==> config.mk <==
export PLATFORM = sky130hd
export DESIGN_NAME = supply_thresh_evt
export DESIGN_NICKNAME = d
export VERILOG_FILES = /design/src/rtl/ste_pkg.sv /design/src/rtl/ste_sync.sv /design/src/rtl/ste_edge.sv /design/src/rtl/ste_pend_flag.sv /design/src/rtl/supply_thresh_evt.sv
export SDC_FILE = /design/constraint.sdc
export NUM_CORES = 1
export LEC_CHECK = 0
export BUFFER_PORTS_ARGS = -buffer_cell sky130_fd_sc_hd__buf_2
export CORE_AREA = 2 2 39 41
export CTS_BUF_LIST = sky130_fd_sc_hd__clkbuf_8
export DETAILED_ROUTE_END_ITERATION = 10
export DIE_AREA = 0 0 41 43
export GPL_ROUTABILITY_DRIVEN = 0
export PLACE_DENSITY = 0.74
export SYNTH_ARGS = -nofsm -noshare
export SYNTH_HDL_FRONTEND = slang
export SYNTH_SLANG_ARGS = --single-unit
==> constraint.sdc <==
create_clock -name clk -period 1 [get_ports clk]
set_input_delay 0.05 -clock clk [delete_from_list [all_inputs] [get_ports clk]]
set_output_delay 0.05 -clock clk [all_outputs]
set_load 0.01 [all_outputs]
==> src/rtl/ste_pkg.sv <==
package ste_pkg;
  localparam int MODE_W = 4;
  localparam int DIRS   = 2;

  // bit 3: event, bit 2: interrupt, bit 1: falling, bit 0: rising
  typedef struct packed {
    logic evt;
    logic irq;
    logic fall;
    logic rise;
  } mode_t;
endpackage

==> src/rtl/ste_sync.sv <==
module ste_sync #(
  parameter int STAGES = 2
) (
  input  logic clk,
  input  logic rst_n,
  input  logic d,
  output logic q
);
  logic [STAGES-1:0] chain;

  always_ff @(posedge clk or negedge rst_n) begin
    if (!rst_n) chain <= '0;
    else        chain <= {chain[STAGES-2:0], d};
  end

  assign q = chain[STAGES-1];
endmodule

==> src/rtl/ste_edge.sv <==
module ste_edge (
  input  logic clk,
  input  logic rst_n,
  input  logic en_i,
  input  logic lvl_i,
  output logic rise_o,
  output logic fall_o
);
  logic prev;

  // previous value tracks even while disabled so enabling never fakes an edge
  always_ff @(posedge clk or negedge rst_n) begin
    if (!rst_n) prev <= 1'b0;
    else        prev <= lvl_i;
  end

  assign rise_o = en_i &  lvl_i & ~prev;
  assign fall_o = en_i & ~lvl_i &  prev;
endmodule

==> src/rtl/ste_pend_flag.sv <==
module ste_pend_flag (
  input  logic clk,
  input  logic rst_n,
  input  logic set_i,
  input  logic clr_i,
  output logic flag_o
);
  // set has priority over a simultaneous clear
  always_ff @(posedge clk or negedge rst_n) begin
    if (!rst_n)     flag_o <= 1'b0;
    else if (set_i) flag_o <= 1'b1;
    else if (clr_i) flag_o <= 1'b0;
  end
endmodule

==> src/rtl/supply_thresh_evt.sv <==
module supply_thresh_evt
  import ste_pkg::*;
#(
  parameter int LEVEL_W     = 3,
  parameter int SYNC_STAGES = 2
) (
  input  logic               clk,
  input  logic               rst_n,
  input  logic               cmp_below_i,
  input  logic               cfg_we,
  input  logic               cfg_en,
  input  logic               cfg_lp,
  input  logic [LEVEL_W-1:0] cfg_level,
  input  logic [MODE_W-1:0]  cfg_mode,
  input  logic               clr_we,
  input  logic [DIRS-1:0]    clr_mask,
  output logic [LEVEL_W-1:0] level_o,
  output logic               lp_o,
  output logic               below_o,
  output logic               pend_rise_o,
  output logic               pend_fall_o,
  output logic               irq_o,
  output logic               evt_o
);
  logic               en_q;
  logic               lp_q;
  logic [LEVEL_W-1:0] level_q;
  mode_t              mode_q;
  logic               evt_q;

  // whole-register load: unset mode bits are cleared
  always_ff @(posedge clk or negedge rst_n) begin
    if (!rst_n) begin
      en_q    <= 1'b0;
      lp_q    <= 1'b0;
      level_q <= '0;
      mode_q  <= '0;
    end else if (cfg_we) begin
      en_q    <= cfg_en;
      lp_q    <= cfg_lp;
      level_q <= cfg_level;
      mode_q  <= mode_t'(cfg_mode);
    end
  end

  logic stat;
  ste_sync #(.STAGES(SYNC_STAGES)) u_sync (
    .clk  (clk),
    .rst_n(rst_n),
    .d    (cmp_below_i),
    .q    (stat)
  );

  logic edge_r, edge_f;
  ste_edge u_edge (
    .clk   (clk),
    .rst_n (rst_n),
    .en_i  (en_q),
    .lvl_i (stat),
    .rise_o(edge_r),
    .fall_o(edge_f)
  );

  logic [DIRS-1:0] edge_v, trig_v, pend_v;
  assign edge_v = {edge_f, edge_r};
  assign trig_v = {mode_q.fall, mode_q.rise};

  for (genvar g = 0; g < DIRS; g++) begin : g_pend
    ste_pend_flag u_flag (
      .clk   (clk),
      .rst_n (rst_n),
      .set_i (edge_v[g] & trig_v[g]),
      .clr_i (clr_we & clr_mask[g]),
      .flag_o(pend_v[g])
    );
  end

  always_ff @(posedge clk or negedge rst_n) begin
    if (!rst_n) evt_q <= 1'b0;
    else        evt_q <= mode_q.evt & |(edge_v & trig_v);
  end

  assign level_o     = level_q;
  assign lp_o        = lp_q;
  assign below_o     = stat;
  assign pend_rise_o = pend_v[0];
  assign pend_fall_o = pend_v[1];
  assign irq_o       = mode_q.irq & |pend_v;
  assign evt_o       = evt_q;
endmodule

After elaboration in Yosys (flattened, before gate mapping)
Index checks and enable logic that the tools add are counted.

word-level totals
  word-level logic and storage cells = 33
  register bits after elaboration = 15
  output and inout port bits = 9
  input bits = 16

operators by class
  muxes and demuxes = 4
  reduce and logical (&&, ||, !) cells = 4
  bitwise gates (word level) = 13

operators by type and width
  kind                count
  AND 1 bit           10
  2-to-1 mux 1 bit    4
  nonzero test 2 bit  2
  OR reduction 2 bit  2
  AND 2 bit           1
  inverter 1 bit      2

Longest topological paths before layout
  depth after elaboration = 6
  depth in mapped cells = 2
  depth with buffers taken out = 2

Modules after synthesis
From an unflattened synthesis, not the netlist that was laid out.

second synthesis, totals
  cell total of the unflattened synthesis = 37
  area total of the unflattened synthesis = 601.8 µm²

modules (own cells, without submodules)
  module             cells each  instances  area each (µm²)
  supply_thresh_evt  26          1          436.7
  ste_pend_flag      3           2          36.3
  ste_sync           2           1          50.0
  ste_edge           3           1          42.5

Worst setup path after synthesis
No wires, ideal clock.

  path type = flip-flop to flip-flop
  from = reg u_sync.chain[1]
  to = reg evt_q (netlist: evt_o)
  required time = 0.916 ns
  path buffers = 0
  setup time = 0.084 ns
  data arrival time = 0.753 ns
  setup slack = 0.163 ns
  period minus slack after synthesis = 0.837 ns
  stages on the path, launching flop included = 3
  path through = dfrtp_1 > nand4b_1 > a21boi_0

on the way
  word-level cells in the longest chain between the ends = 6

RTL lines
  what                    RTL line                 source
  start, declared         ste_sync.sv:9            logic [STAGES-1:0] chain;
  start signal, assigned  ste_sync.sv:13           else chain <= {chain[STAGES-2:0], d};
  inverter 1 bit          ste_edge.sv:18           assign fall_o = en_i & ~lvl_i & prev;
  AND 1 bit (2 in a row)  ste_edge.sv:18
  AND 2 bit (*)           supply_thresh_evt.sv:80  else evt_q <= mode_q.evt & |(edge_v & trig_v);
  OR reduction 2 bit (*)  supply_thresh_evt.sv:80
  AND 1 bit (*)           supply_thresh_evt.sv:80
  end signal, assigned    supply_thresh_evt.sv:80
  end, declared           supply_thresh_evt.sv:29  logic evt_q;

Mark *: on every way between the ends. The rest lies on a longest branch, timed or not.
A chain may end at the register's enable or synchronous reset.

Worst setup path after layout
  from = reg g_pend[1].u_flag.flag_o
  to = out irq_o

on the way
  word-level cells in the longest chain between the ends = 2

RTL lines
  what                    RTL line                 source
  start, declared         ste_pend_flag.sv:6       output logic flag_o
  start signal, assigned  ste_pend_flag.sv:10      if (!rst_n) flag_o <= 1'b0;
  start signal, assigned  ste_pend_flag.sv:11      else if (set_i) flag_o <= 1'b1;
  start signal, assigned  ste_pend_flag.sv:12      else if (clr_i) flag_o <= 1'b0;
  OR reduction 2 bit      supply_thresh_evt.sv:88  assign irq_o = mode_q.irq & |pend_v;
  AND 1 bit               supply_thresh_evt.sv:88
  end, declared           supply_thresh_evt.sv:22  output logic irq_o,

Every way passes these cells.

==> metrics.txt <==
# TYPE chip_impl_metric gauge
chip_impl_metric{name="final_nets",unit=""} 80
chip_impl_metric{name="synth_cell_types",unit=""} 8
chip_impl_info{name="timing.setup.critical_path_class",value="reg -> out"} 1
chip_impl_metric{name="num_antenna_cells",unit=""} 0
chip_impl_metric{name="total_power",unit="mW"} 1.388
chip_impl_metric{name="timing.final.crit_share",unit="%"} 99.79
chip_impl_metric{name="dr_total_vias",unit=""} 362
chip_impl_metric{name="synth_sequential_area_ratio",unit="%"} 64.52
chip_impl_metric{name="worst_path_maximum_fanout",unit=""} 3
chip_impl_metric{name="avgRoutedWirePerCell",unit="µm"} 12.13
chip_impl_metric{name="drv_cap",unit=""} 0
chip_impl_metric{name="post_cts.resized_instances",unit=""} 0
chip_impl_info{name="timing.critical_path.from_type",value="flip-flop"} 1
chip_impl_info{name="grt_setup_unrepaired",value="yes"} 1
chip_impl_metric{name="fin_crit",unit="ns"} 0.9979
chip_impl_metric{name="die_h",unit="µm"} 43
chip_impl_metric{name="yosys_warnings",unit=""} 0
chip_impl_metric{name="fp.dieW",unit="µm"} 41
chip_impl_metric{name="num-fill-cells",unit=""} 117
chip_impl_metric{name="cts_buffer_depth",unit=""} 2
chip_impl_metric{name="synth_cells",unit=""} 33
chip_impl_metric{name="detail_route.iter0.violations",unit=""} 5
chip_impl_info{name="timing.hold.worst.class",value="in -> reg"} 1
chip_impl_metric{name="drive_gt1_share",unit="%"} 63.49
chip_impl_metric{name="cell_area_synth",unit="µm²"} 581.8
chip_impl_metric{name="worst-slew-pin-transition",unit="ns"} 0.3214
chip_impl_metric{name="grt_start_max_net_pins",unit=""} 16
chip_impl_info{name="yosysTopAreaCell",value="sky130_fd_sc_hd__dfrtp_1"} 1
chip_impl_metric{name="fmaxAchievable",unit="GHz"} 1.002
chip_impl_metric{name="grt_remaining_overflow",unit=""} 0
chip_impl_metric{name="total_nets_after_synthesis",unit=""} 49
chip_impl_metric{name="drt_wirelength",unit="µm"} 958
chip_impl_info{name="synthTopCellsByCount",value="sky130_fd_sc_hd__dfrtp_1, sky130_fd_sc_hd__mux2_4, sky130_fd_sc_hd__a21bo_2, sky130_fd_sc_hd__nand2_1, sky130_fd_sc_hd__nand4b_1"} 1
chip_impl_metric{name="syn-mean-instance-area",unit="µm²"} 17.63
chip_impl_metric{name="synth-edff-count",unit=""} 0
chip_impl_metric{name="crit_arrival",unit="ns"} 0.95
chip_impl_info{name="synth_flop_type",value="sky130_fd_sc_hd__dfrtp_1"} 1
chip_impl_metric{name="timing.final.max_slew_violations",unit=""} 0
chip_impl_info{name="synth.area.top_cells",value="sky130_fd_sc_hd__dfrtp_1, sky130_fd_sc_hd__mux2_4, sky130_fd_sc_hd__a21bo_2"} 1
chip_impl_metric{name="antenna_found_initial",unit=""} 0
chip_impl_metric{name="timing_hold_violations_final",unit=""} 0
chip_impl_metric{name="clkLatencyLatePin",unit="ns"} 0.24
chip_impl_metric{name="fp.coreArea",unit="µm²"} 1384
chip_impl_metric{name="global_route_wire_length_before_repair",unit="mm"} 1.538
chip_impl_metric{name="cts.sinks",unit=""} 15
chip_impl_metric{name="report.final.setup_viol",unit=""} 0
chip_impl_metric{name="detail-route-antenna-nets",unit=""} 0
chip_impl_info{name="outcome",value="finished clean"} 1
chip_impl_metric{name="power-per-cell-area",unit="nW/µm²"} 1764
chip_impl_metric{name="synth-async-reset-ratio",unit="%"} 100.0
chip_impl_metric{name="first_global_vias",unit=""} 375
chip_impl_metric{name="clk_transition_reported_paths",unit="ns"} 0.06
chip_impl_metric{name="initial_cell_density_of_the_core",unit="%"} 42.04
chip_impl_metric{name="std_cell_rows",unit=""} 14
chip_impl_metric{name="tritoncts.num_buffers",unit=""} 3
chip_impl_info{name="yosys.cell_count.top_type",value="sky130_fd_sc_hd__dfrtp_1"} 1
chip_impl_info{name="cts_root_cell",value="sky130_fd_sc_hd__clkbuf_8"} 1
chip_impl_metric{name="vdd.ir_drop.worst",unit="mV"} 1.076
chip_impl_metric{name="cp.required",unit="ns"} 0.95
chip_impl_metric{name="synth.ff_latch_count",unit=""} 15
chip_impl_info{name="cts_tree",value="yes"} 1
chip_impl_metric{name="synthToLayoutAreaGrowth",unit="%"} 35.27
chip_impl_metric{name="drt_drc_violations_left",unit=""} 0
chip_impl_metric{name="boundaryPins",unit=""} 25
chip_impl_metric{name="synth_top_area_share",unit="%"} 64.52
chip_impl_metric{name="postLayoutCoreUtil",unit="%"} 56.87
chip_impl_metric{name="detailedRoute.firstPassIterationCount",unit=""} 4
chip_impl_metric{name="floorplan.die_area",unit="µm²"} 1763
chip_impl_metric{name="groute.usage.overall",unit="%"} 13.99
chip_impl_metric{name="viasPerCell",unit=""} 4.582
chip_impl_metric{name="numPortBuffers",unit=""} 24
chip_impl_metric{name="setup_total_negative_slack",unit="ns"} 0
chip_impl_metric{name="total_leakage_power",unit="nW"} 0.4149
chip_impl_metric{name="slew-limit-headroom",unit="%"} 78.58
chip_impl_metric{name="cts-htree-levels",unit=""} 1
chip_impl_info{name="critPathCaptureType",value="output pin"} 1
chip_impl_metric{name="skew",unit="ns"} 0.003265
==> cell type report <==
class / count / area (µm²) / share of cell area (%)
tap: 16 / 20.02 / 2.544
clock inverter: 1 / 7.507 / 0.9539
clock buffer: 3 / 41.29 / 5.246
sequential: 15 / 375.4 / 47.69
multi-input combinational: 17 / 195.2 / 24.80
timing repair buffer: 27 / 147.6 / 18.76
==> flip-flops by register name, summed over array words and instances (netlist names) <==
name / cells
mode_q: 4
g_pend.u_flag.flag_o: 2
level_o: 3
u_sync.chain: 2
lp_o: 1
u_edge.prev: 1
evt_o: 1
en_q: 1
==> worst paths after layout <==
path,start,end,slack [ns],depth (start not counted)
max in group asynchronous,rst_n,mode_q[1],0.53,2
min in group asynchronous,rst_n,evt_o,0.23,2
worst min register to register,u_sync.chain[0],u_sync.chain[1],0.36,0
worst max-delay path,g_pend[1].u_flag.flag_o,irq_o,0.002,2
worst max register to register,u_sync.chain[1],evt_o,0.14,2
worst min-delay path,cfg_level[2],level_o[2],0.03,2
==> cell families after synthesis <==
kind of cell    count (synthesis)  synth area share [%]
flops                          15                 64.52
mux                             9                 23.23
compound gates                  4                 6.023
simple gates                    4                 4.302
buf+inv                         1                 1.935
==> report_power, final <==
part | switching, mW | total [mW] | internal, mW
sequential | 0.0317 | 0.695 | 0.663
combinational | 0.0792 | 0.210 | 0.130
clock | 0.204 | 0.483 | 0.279
==> critical path: stages, from the launching register on <==
cell                      delay [ns]
sky130_fd_sc_hd__dfrtp_1        0.39
sky130_fd_sc_hd__o21a_1         0.19
sky130_fd_sc_hd__buf_2          0.13
==> routing by layer <==
metal / part of all wire [%] / global-route usage (%) / routed length, µm
met5: 0 / 0 / 0
met1: 40 / 16.38 / 387
met4: 0 / 10.00 / 0
met2: 52 / 21.25 / 495
met3: 7.8 / 3.141 / 75
==> per-stage QoR <==
step	hold WS (ns)	setup slack [ns]	cells	area (µm²)
floorplan	-0.2456	0.1632	33	581.8
global placement	-0.03997	0.1985	72	710.7
finish	0.03198	0.002130	79	787.0
global route	0.03033	-0.04278	79	787.0
CTS	0.02736	0.01153	78	779.5
detailed placement	-0.03450	0.1268	72	710.7
==> cells in the final DEF (no fill, tap or decap) <==
cell	Yosys	layout
sky130_fd_sc_hd__clkbuf_8	0	3
sky130_fd_sc_hd__buf_2	0	24
sky130_fd_sc_hd__dlygate4sd3_1	0	2
sky130_fd_sc_hd__a21bo_2	2	2
sky130_fd_sc_hd__a21boi_0	1	1
sky130_fd_sc_hd__nand2_1	2	2
sky130_fd_sc_hd__nand4b_1	2	2
sky130_fd_sc_hd__buf_4	0	1
sky130_fd_sc_hd__o21a_1	1	1
sky130_fd_sc_hd__clkinvlp_4	0	1
sky130_fd_sc_hd__mux2_4	9	9
sky130_fd_sc_hd__dfrtp_1	15	15
==> timing repair <==
| action | CTS | global route |
|---|---|---|
| endpoints found under the setup margin | 0 | 1 |
| buffers inserted | 0 | 1 |
| hold endpoints to repair | 16 | 0 |
| hold buffers | 2 | 0 |
Power figures use the tool's default switching activity.
